<file path="config.mk">
export PLATFORM = sky130hd
export DESIGN_NAME = shutter_setting_if
export DESIGN_NICKNAME = d
export VERILOG_FILES = /design/src/rtl/shutter_pkg.sv /design/src/rtl/shutter_entry.sv /design/src/rtl/shutter_line_gen.sv /design/src/rtl/shutter_setting_if.sv
export SDC_FILE = /design/constraint.sdc
export NUM_CORES = 1
export LEC_CHECK = 0
export ABC_CLOCK_PERIOD_IN_PS = 1300
export BUFFER_PORTS_ARGS = -buffer_cell sky130_fd_sc_hd__buf_4
export CAP_MARGIN = 0
export CORE_ASPECT_RATIO = 0.9
export CORE_UTILIZATION = 50
export CTS_CLUSTER_DIAMETER = 120
export DETAILED_ROUTE_END_ITERATION = 12
export HOLD_SLACK_MARGIN = 0.06
export PLACE_DENSITY = 0.73
export SYNTH_ARGS = -nofsm -noshare
export SYNTH_HDL_FRONTEND = slang
export SYNTH_SLANG_ARGS = --single-unit
export TNS_END_PERCENT = 20
</file>
<file path="constraint.sdc">
create_clock -name clk_i -period 1.3 [get_ports clk_i]
set_input_delay 0.13 -clock clk_i [delete_from_list [all_inputs] [get_ports clk_i]]
set_output_delay 0.13 -clock clk_i [all_outputs]
set_load 0.01 [all_outputs]
</file>
<file path="src/rtl/shutter_pkg.sv">
package shutter_pkg;
  typedef enum logic [1:0] {
    MODE_FLK  = 2'b00,
    MODE_FAST = 2'b01,
    MODE_SLOW = 2'b10,
    MODE_OFF  = 2'b11
  } shut_mode_e;
endpackage

</file>
<file path="src/rtl/shutter_entry.sv">
module shutter_entry #(
  parameter int SPD_W  = 3,
  localparam int WORD_W = SPD_W + 2
) (
  input  logic              clk_i,
  input  logic              rst_ni,
  input  logic              serial_sel_i,
  input  logic [SPD_W-1:0]  spd_pins_i,
  input  logic [1:0]        mode_pins_i,
  output logic [WORD_W-1:0] pending_o
);
  logic stb_q, sck_q;
  logic [WORD_W-1:0] shift_q;
  logic stb_rise, sck_rise;

  assign stb_rise = spd_pins_i[0] & ~stb_q;
  assign sck_rise = spd_pins_i[1] & ~sck_q;

  always_ff @(posedge clk_i or negedge rst_ni) begin
    if (!rst_ni) begin
      stb_q     <= 1'b1;
      sck_q     <= 1'b1;
      shift_q   <= '1;
      pending_o <= '1;
    end else begin
      stb_q <= spd_pins_i[0];
      sck_q <= spd_pins_i[1];
      if (!serial_sel_i) begin
        pending_o <= {mode_pins_i, spd_pins_i};
      end else begin
        if (sck_rise && !spd_pins_i[0]) shift_q <= {shift_q[WORD_W-2:0], spd_pins_i[2]};
        if (stb_rise) pending_o <= shift_q;
      end
    end
  end

  // in serial entry pending moves only on a strobe rise
  a_r3_pending_hold: assert property (@(posedge clk_i) disable iff (!rst_ni)
    (serial_sel_i && !stb_rise) |=> $stable(pending_o));
  // shift register frozen while strobe is high
  a_r3_no_shift_stb_high: assert property (@(posedge clk_i) disable iff (!rst_ni)
    (spd_pins_i[0] && stb_q) |=> $stable(shift_q));
endmodule

</file>
<file path="src/rtl/shutter_line_gen.sv">
module shutter_line_gen
  import shutter_pkg::*;
#(
  parameter int SPD_W         = 3,
  parameter int LINE_W        = 10,
  parameter int FLK_LAST_LINE = 3
) (
  input  logic             clk_i,
  input  logic             rst_ni,
  input  logic             field_start_i,
  input  logic             line_start_i,
  input  logic             trig_mode_i,
  input  logic             trig_i,
  input  shut_mode_e       mode_i,
  input  logic [SPD_W-1:0] speed_i,
  output logic             disch_req_o
);
  localparam logic [LINE_W-1:0] CNT_MAX = '1;
  localparam logic [LINE_W-1:0] FLK_LIM = LINE_W'(FLK_LAST_LINE);

  logic [LINE_W-1:0] cnt_q;
  logic armed_q, trig_q, want;

  always_comb begin
    if (trig_mode_i) want = armed_q;
    else begin
      unique case (mode_i)
        MODE_FAST: want = (cnt_q <= LINE_W'(speed_i));
        MODE_FLK:  want = (cnt_q <= FLK_LIM);
        default:   want = 1'b0;
      endcase
    end
  end

  always_ff @(posedge clk_i or negedge rst_ni) begin
    if (!rst_ni) begin
      cnt_q       <= '0;
      armed_q     <= 1'b1;
      trig_q      <= 1'b0;
      disch_req_o <= 1'b0;
    end else begin
      trig_q      <= trig_i;
      disch_req_o <= line_start_i & want;
      if (field_start_i) begin
        cnt_q   <= '0;
        armed_q <= 1'b1;
      end else begin
        if (line_start_i && cnt_q != CNT_MAX) cnt_q <= cnt_q + 1'b1;
        if (trig_i && !trig_q) armed_q <= 1'b0;
      end
    end
  end

  // request only right after a line start
  a_r9_req_after_line: assert property (@(posedge clk_i) disable iff (!rst_ni)
    disch_req_o |-> $past(line_start_i));
  // low speed and off never request
  a_r6_quiet_modes: assert property (@(posedge clk_i) disable iff (!rst_ni)
    (line_start_i && !trig_mode_i && mode_i[1]) |=> !disch_req_o);
  // high speed stops past the speed code
  a_r4_fast_limit: assert property (@(posedge clk_i) disable iff (!rst_ni)
    (line_start_i && !trig_mode_i && mode_i == MODE_FAST && cnt_q > LINE_W'(speed_i)) |=> !disch_req_o);
  // disarmed trigger mode is quiet
  a_r8_disarmed_quiet: assert property (@(posedge clk_i) disable iff (!rst_ni)
    (line_start_i && trig_mode_i && !armed_q) |=> !disch_req_o);
endmodule

</file>
<file path="src/rtl/shutter_setting_if.sv">
module shutter_setting_if
  import shutter_pkg::*;
#(
  parameter int SPD_W         = 3,
  parameter int LINE_W        = 10,
  parameter int FLK_LAST_LINE = 3
) (
  input  logic             clk_i,
  input  logic             rst_ni,
  input  logic             serial_sel_i,
  input  logic [SPD_W-1:0] spd_pins_i,
  input  logic [1:0]       mode_pins_i,
  input  logic             trig_mode_i,
  input  logic             trig_i,
  input  logic             field_start_i,
  input  logic             line_start_i,
  output logic [1:0]       mode_o,
  output logic [SPD_W-1:0] speed_o,
  output logic             disch_req_o
);
  localparam int WORD_W = SPD_W + 2;

  logic [WORD_W-1:0] pending;
  logic [WORD_W-1:0] active_q;

  shutter_entry #(.SPD_W(SPD_W)) entry_i (
    .clk_i, .rst_ni, .serial_sel_i, .spd_pins_i, .mode_pins_i,
    .pending_o(pending)
  );

  always_ff @(posedge clk_i or negedge rst_ni) begin
    if (!rst_ni)            active_q <= '1;
    else if (field_start_i) active_q <= pending;
  end

  assign mode_o  = active_q[WORD_W-1 -: 2];
  assign speed_o = active_q[SPD_W-1:0];

  shutter_line_gen #(.SPD_W(SPD_W), .LINE_W(LINE_W), .FLK_LAST_LINE(FLK_LAST_LINE)) line_i (
    .clk_i, .rst_ni, .field_start_i, .line_start_i, .trig_mode_i, .trig_i,
    .mode_i(shut_mode_e'(mode_o)), .speed_i(speed_o), .disch_req_o
  );

  // setting changes only at field start
  a_r7_active_hold: assert property (@(posedge clk_i) disable iff (!rst_ni)
    !field_start_i |=> ($stable(mode_o) && $stable(speed_o)));
endmodule

</file>
== Yosys cells after proc, flatten, opt, wreduce, memory -nomap -nowiden ==
Cells that the tools add are included.

* Equality and inequality tests: 3
* Reduce and logical (&&, ||, !) cells: 9
* Bitwise logic cells: 5
* Mux-type cells: 8
* Add/sub/neg operators: 1
* $lt $le $gt $ge: 2

{| class="wikitable"
|+ Operators by type and width
! kind !! number
|-
| two-way mux 10 bit || 2
|-
| adder 10 x 1 -> 10 bit, second input constant || 1
|-
| <= comparator 10 x 2 -> 1 bit, second input constant || 1
|-
| <= comparator 10 x 3 -> 1 bit || 1
|-
| two-way mux 5 bit || 2
|-
| inequality test 10 bit, second input constant || 1
|-
| nonzero test 2 bit || 2
|-
| AND 1 bit || 3
|-
| logical AND 1 bit || 3
|-
| two-way mux 1 bit || 3
|-
| == test 2 x 1 -> 1 bit, second input constant || 1
|-
| logical NOT 1 bit || 2
|-
| logical NOT 2 bit || 1
|-
| inequality test 2 x 1 -> 1 bit, second input constant || 1
|-
| inverter 1 bit || 2
|-
| one-hot mux 1 bit (2 select lines) || 1
|-
| AND reduction 2 bit || 1
|}

* Bits in registers: 30
* Output and inout port bits: 6
* Input port bits: 12
* Logic and storage cells: 37

== Depth between registers and ports, before layout ==
* Depth in word-level cells: 4
* Depth in mapped cells: 6
* Mapped depth without buffers: 6

== Modules after synthesis ==
From an unflattened synthesis, not the netlist that was laid out.

* Cell total of the unflattened synthesis: 128
* Area, all modules: 1496.4 um^2

{| class="wikitable"
|+ By module, submodules not included
! module !! instances !! cells an instance !! area an instance (um^2) !! sequential area each (um^2)
|-
| shutter_line_gen || 1 || 80 || 790.8 || 326.6
|-
| shutter_entry || 1 || 38 || 518.0 || 315.3
|-
| shutter_setting_if || 1 || 10 || 187.7 || 131.4
|}

== Worst setup path before layout ==
No wires, ideal clock.

* Path kind: flip-flop to flip-flop
* From: register active_q[1]
* To: register line_i.disch_req_o
* Slack: -0.081 ns
* Stages on the path, launching flop included: 7
* Data arrival time: 1.299 ns
* Cells stage by stage: dfstp_2 inv_1 ha_1 nor2b_1 nor3_1 nor2_1 o21ai_0

* Cells in the longest elaborated chain, start to end: 4

{| class="wikitable"
|+ RTL lines
! element !! RTL line !! RTL
|-
| start, declared || shutter_setting_if.sv:24 || <nowiki>logic [WORD_W-1:0] active_q;</nowiki>
|-
| start signal, assigned || shutter_setting_if.sv:33 || <nowiki>else if (field_start_i) active_q <= pending;</nowiki>
|-
| <= comparator 10 x 3 -> 1 bit || shutter_line_gen.sv:28 || <nowiki>MODE_FAST: want = (cnt_q <= LINE_W'(speed_i));</nowiki>
|-
| one-hot mux 1 bit (2 select lines) || shutter_line_gen.sv:27 || <nowiki>unique case (mode_i)</nowiki>
|-
| two-way mux 1 bit || shutter_line_gen.sv:25 || <nowiki>if (trig_mode_i) want = armed_q;</nowiki>
|-
| AND 1 bit || shutter_line_gen.sv:43 || <nowiki>disch_req_o <= line_start_i & want;</nowiki>
|-
| end signal, assigned || shutter_line_gen.sv:43 ||
|-
| end, declared || shutter_line_gen.sv:16 || <nowiki>output logic disch_req_o</nowiki>
|}

Every way passes these cells.
A chain may end at the register's enable or synchronous reset.

== Final worst setup path ==
* From: register line_i.cnt_q[0]
* To: register line_i.disch_req_o

* Cells in the longest elaborated chain, start to end: 4

{| class="wikitable"
|+ RTL lines
! element !! RTL line !! RTL
|-
| start, declared || shutter_line_gen.sv:21 || <nowiki>logic [LINE_W-1:0] cnt_q;</nowiki>
|-
| start signal, assigned || shutter_line_gen.sv:48 || <nowiki>if (line_start_i && cnt_q != CNT_MAX) cnt_q <= cnt_q + 1'b1;</nowiki>
|-
| <= comparator 10 x 2 -> 1 bit / <= comparator 10 x 3 -> 1 bit (equally long branches) || shutter_line_gen.sv:29, shutter_line_gen.sv:28 ||
|-
| one-hot mux 1 bit (2 select lines) * || shutter_line_gen.sv:27 ||
|-
| two-way mux 1 bit * || shutter_line_gen.sv:25 ||
|-
| AND 1 bit * || shutter_line_gen.sv:43 ||
|}

Mark *: on every way between the ends. The rest lies on a longest branch, timed or not.

==> impl_summary.log <==
INFO  metric clk_transition_reported_paths = around 0.09 ns
INFO  metric drcViolationCount = 0
INFO  metric final.setup_skew = ~0.0056 ns
INFO  metric die_height = 52.8 µm
INFO  metric timing_max_transition_violations_final = 0
INFO  metric cp-start-kind = flip-flop
INFO  metric outcome = finished, violations left
INFO  metric vias_in_the_first_global_route = roughly 1.1k
INFO  metric grt_setup_unrepaired = true
INFO  metric ant_nets = 0
INFO  metric clock_tree_from_tritoncts = yes
INFO  metric layout-drive-gt1-share = 43.9%
INFO  metric grt_remaining_overflow = 0
INFO  metric clk_path_buf_depth = 2
INFO  metric synth_enable_flop_cells = 0
INFO  metric yosysWarningCount = 0
INFO  metric clk-insertion-delay-late = approximately 0.33 ns
INFO  metric power.total = 2120 µW
INFO  metric clock-root-buffer = sky130_fd_sc_hd__clkbuf_4
INFO  metric critPathMaxFanout = 2
INFO  metric period_share = 104%
INFO  metric die-area = approximately 3100 µm²
INFO  metric post-route-worst-setup-slack = -0.0461 ns
INFO  metric p_leak = 0.000830 µW
INFO  metric max_clock_freq = ~740 MHz
INFO  metric postSynthAreaPerCell = 10.9 µm²
INFO  metric flow.area_growth_from_synthesis = 31.8%
INFO  metric finalSetupViolCount = 2
INFO  metric cts.htree.levels = 2
INFO  metric worstSetupPathType = reg2reg
INFO  metric detail_route.first_pass.iterations = 4
INFO  metric synth.cell_area = about 1400 µm²
INFO  metric crit_path_end_kind = flip-flop
INFO  metric num_io_pins = 18
INFO  metric die-width = 58.4 µm
INFO  metric globalplace.congestion = between 0.8 and 0.9
INFO  metric actual_slew_at_the_worst_max_slew_pin = about 0.37 ns
INFO  metric timing_hold_violations_final = 0
INFO  metric synth-seq-cells = 30
INFO  metric max_cap_viol_count = 0
INFO  metric path_class_of_the_lowest_slack_min_delay_path = in2reg
INFO  metric asyncSetResetFlopFracSynth = 100%
INFO  metric core-area = about 2700 µm²
INFO  metric place_area = about 1700 µm²
INFO  metric reg2reg_setup_slack = -0.05 ns
INFO  metric number_of_antenna_violations_at_the_first_check_in_global_routing = 0
INFO  metric syn-num-nets = approximately 150
INFO  metric initial_utilization = a little over half
INFO  metric p_per_area = approximately 1100 nW/µm²
INFO  metric port_buffers = 17
INFO  metric insertedDiodeCount = 0
INFO  metric globalRouteTotalUtil = 20.7%
INFO  metric wirelength = around 2800 µm
INFO  metric num-fill-cells = between 200 and 250
INFO  metric postLayoutCellArea = 1890 µm²
INFO  metric routed_via_density = between 5 and 6
INFO  metric via_count = ~1.1k
INFO  metric final.min_clock_period = around 1.3 ns
INFO  metric hpwl = between 1500 and 2000 µm
INFO  metric failing_checks = negative setup slack
INFO  metric grt_pass1_wl = between 4000 and 5000 µm
INFO  metric fp-row-count = 18
INFO  metric worst_hold_slack = between 0.07 and 0.08 ns
INFO  metric cts_made_buffers = 5
INFO  metric ir_worst_vdd = 808 µV
INFO  metric number_of_drc_markers_after_the_initial_detailed_route_iteration = 55
INFO  metric post_synth_num_cell_types = 32
INFO  metric final_core_util = between 60 and 70%
INFO  metric maximum_number_of_pins_on_one_net_before_global_route_repair = 31
INFO  metric worst_slew_margin_rel = about three quarters
INFO  metric synth-main-ff-cell = sky130_fd_sc_hd__dfstp_2
INFO  metric clkSinkCount = 30
INFO  metric post_synth_inst_count = about 130
INFO  metric seq_total_area_yosys = a little over half
INFO  metric average_wire_per_cell_in_the_routed_design = 13.3 µm
INFO  metric num-nets-final = around 190
INFO  metric endpoint_arrival_time_on_the_critical_path = ~1.6 ns
INFO  metric crit_required = 1.52 ns
-- critical path, cell delays in order, from the launching register on --
cell and delay, ns:
sky130_fd_sc_hd__dfrtp_1 0.42, sky130_fd_sc_hd__buf_4 0.15, sky130_fd_sc_hd__inv_1 0.08, sky130_fd_sc_hd__ha_1 0.23, sky130_fd_sc_hd__nand3_1 0.08, sky130_fd_sc_hd__o211ai_1 0.09, sky130_fd_sc_hd__nor2_1 0.11, sky130_fd_sc_hd__o21ai_1 0.07
-- sequential cells by signal, summed over array words and instances (netlist names) --
signal and flops:
active_q 5, entry_i.pending_o 5, entry_i.sck_q 1, entry_i.shift_q 5
entry_i.stb_q 1, line_i.armed_q 1, line_i.cnt_q 10, line_i.disch_req_o 1
line_i.trig_q 1
-- report_power, final --
part,internal (µW),switching (µW),total (µW)
clock network,215,301,516
registers,1140,86.3,1220
logic,214,164,378
-- per-stage QoR --
| stage | setup slack [ns] | setup TNS (ns) | std cells |
|---|---|---|---|
| after floorplan | -0.0571 | -0.103 | 132 |
| final | -0.0461 | -0.0901 | 213 |
| after global placement | -0.0488 | -0.139 | 196 |
| after CTS | -0.0695 | -0.122 | 213 |
| after global routing | -0.143 | -0.510 | 213 |
| after detailed placement | -0.119 | -0.436 | 196 |
-- path summary, 6_finish.rpt --
path	from	to	depth (start not counted)
setup / recovery	line_i.cnt_q[0]	line_i.disch_req_o	7
hold / removal	trig_mode_i	line_i.disch_req_o	3
setup reg to reg	line_i.cnt_q[0]	line_i.disch_req_o	7
hold reg to reg	entry_i.pending_o[2]	active_q[2]	2
max in group asynchronous	rst_ni	entry_i.shift_q[3]	2
min in group asynchronous	rst_ni	line_i.cnt_q[8]	2
-- routing by layer --
metal | GRT usage [%] | vias to the layer above | part of all wire [%]
li1 | - | 549 | -
met1 | 23.1 | 556 | 44
met2 | 35.4 | 17 | 51
met3 | 5.43 | 8 | 2.7
met4 | 12.7 | 0 | 2.1
met5 | 0 | - | 0
-- area by class of cell --
| class | count | area [µm²] | area share [%] |
|---|---|---|---|
| Sequential cell | 30 | 774 | 41.0 |
| Multi-Input combinational cell | 92 | 691 | 36.6 |
| Timing Repair Buffer | 38 | 305 | 16.2 |
| Tap cell | 40 | 50.0 | 2.65 |
| Clock buffer | 8 | 48.8 | 2.58 |
| Inverter | 5 | 18.8 | 0.994 |
-- cell usage after synthesis (2+ instances only) --
cell type	instances	area share, %
sky130_fd_sc_hd__nor2_1	16	4.2
sky130_fd_sc_hd__nand2_1	9	2.4
sky130_fd_sc_hd__a31oi_1	3	1.3
sky130_fd_sc_hd__inv_1	5	1.3
sky130_fd_sc_hd__ha_1	4	3.5
sky130_fd_sc_hd__o21bai_1	3	1.6
sky130_fd_sc_hd__o21ai_0	5	1.7
sky130_fd_sc_hd__clkbuf_1	4	1.0
sky130_fd_sc_hd__nor3_1	6	2.1
sky130_fd_sc_hd__nand2b_1	2	0.87
sky130_fd_sc_hd__dfrtp_1	12	21
sky130_fd_sc_hd__nor2b_1	2	0.87
sky130_fd_sc_hd__nand3_1	6	2.1
sky130_fd_sc_hd__xnor2_1	2	1.2
sky130_fd_sc_hd__a21oi_1	6	2.1
sky130_fd_sc_hd__dfstp_2	18	33
sky130_fd_sc_hd__mux2_2	7	5.5
sky130_fd_sc_hd__nand4_1	3	1.3
sky130_fd_sc_hd__mux2i_1	6	4.2
-- what timing repair did --
item / in CTS / in global routing
resized for setup: 5 / 11
endpoints found under the hold margin: 39 / 0
endpoints found under the setup margin: 7 / 14
pin swaps: 6 / 5
buffers inserted: 1 / 0
hold buffers: 8 / 0
-- cells in the final DEF (no fill, tap or decap), types with 2 or more instances in the layout --
cell type,synthesis,layout
sky130_fd_sc_hd__dfrtp_1,12,11
sky130_fd_sc_hd__mux2_2,7,7
sky130_fd_sc_hd__nor2_2,0,3
sky130_fd_sc_hd__nand4_1,3,3
sky130_fd_sc_hd__a31oi_1,3,2
sky130_fd_sc_hd__nand2b_1,2,2
sky130_fd_sc_hd__nor3_2,0,2
sky130_fd_sc_hd__nand2_1,9,8
sky130_fd_sc_hd__buf_4,0,30
sky130_fd_sc_hd__nand3_1,6,6
sky130_fd_sc_hd__ha_4,0,2
sky130_fd_sc_hd__clkbuf_4,0,5
sky130_fd_sc_hd__o21ai_0,5,4
sky130_fd_sc_hd__dlygate4sd3_1,0,8
sky130_fd_sc_hd__nor2_1,16,13
sky130_fd_sc_hd__mux2i_1,6,6
sky130_fd_sc_hd__o21bai_1,3,3
sky130_fd_sc_hd__dfstp_2,18,18
sky130_fd_sc_hd__ha_1,4,2
sky130_fd_sc_hd__nor3_1,6,4
sky130_fd_sc_hd__inv_1,5,4
sky130_fd_sc_hd__xnor2_1,2,2
sky130_fd_sc_hd__clkbuf_1,4,3
sky130_fd_sc_hd__a21oi_1,6,6
sky130_fd_sc_hd__nor2b_1,2,2
-- logic make-up (layout without fill, tap and decap cells) --
group	after synthesis	after routing	share of synthesized area [%]
simple gates	48	48	16.6
fa+ha+maj	4	4	3.49
buf+inv	10	51	2.71
xor+xnor	3	3	1.83
flops	30	30	54.0
mux	13	13	9.69
compound gates	24	24	11.7
(Power assumes the default switching activity.)
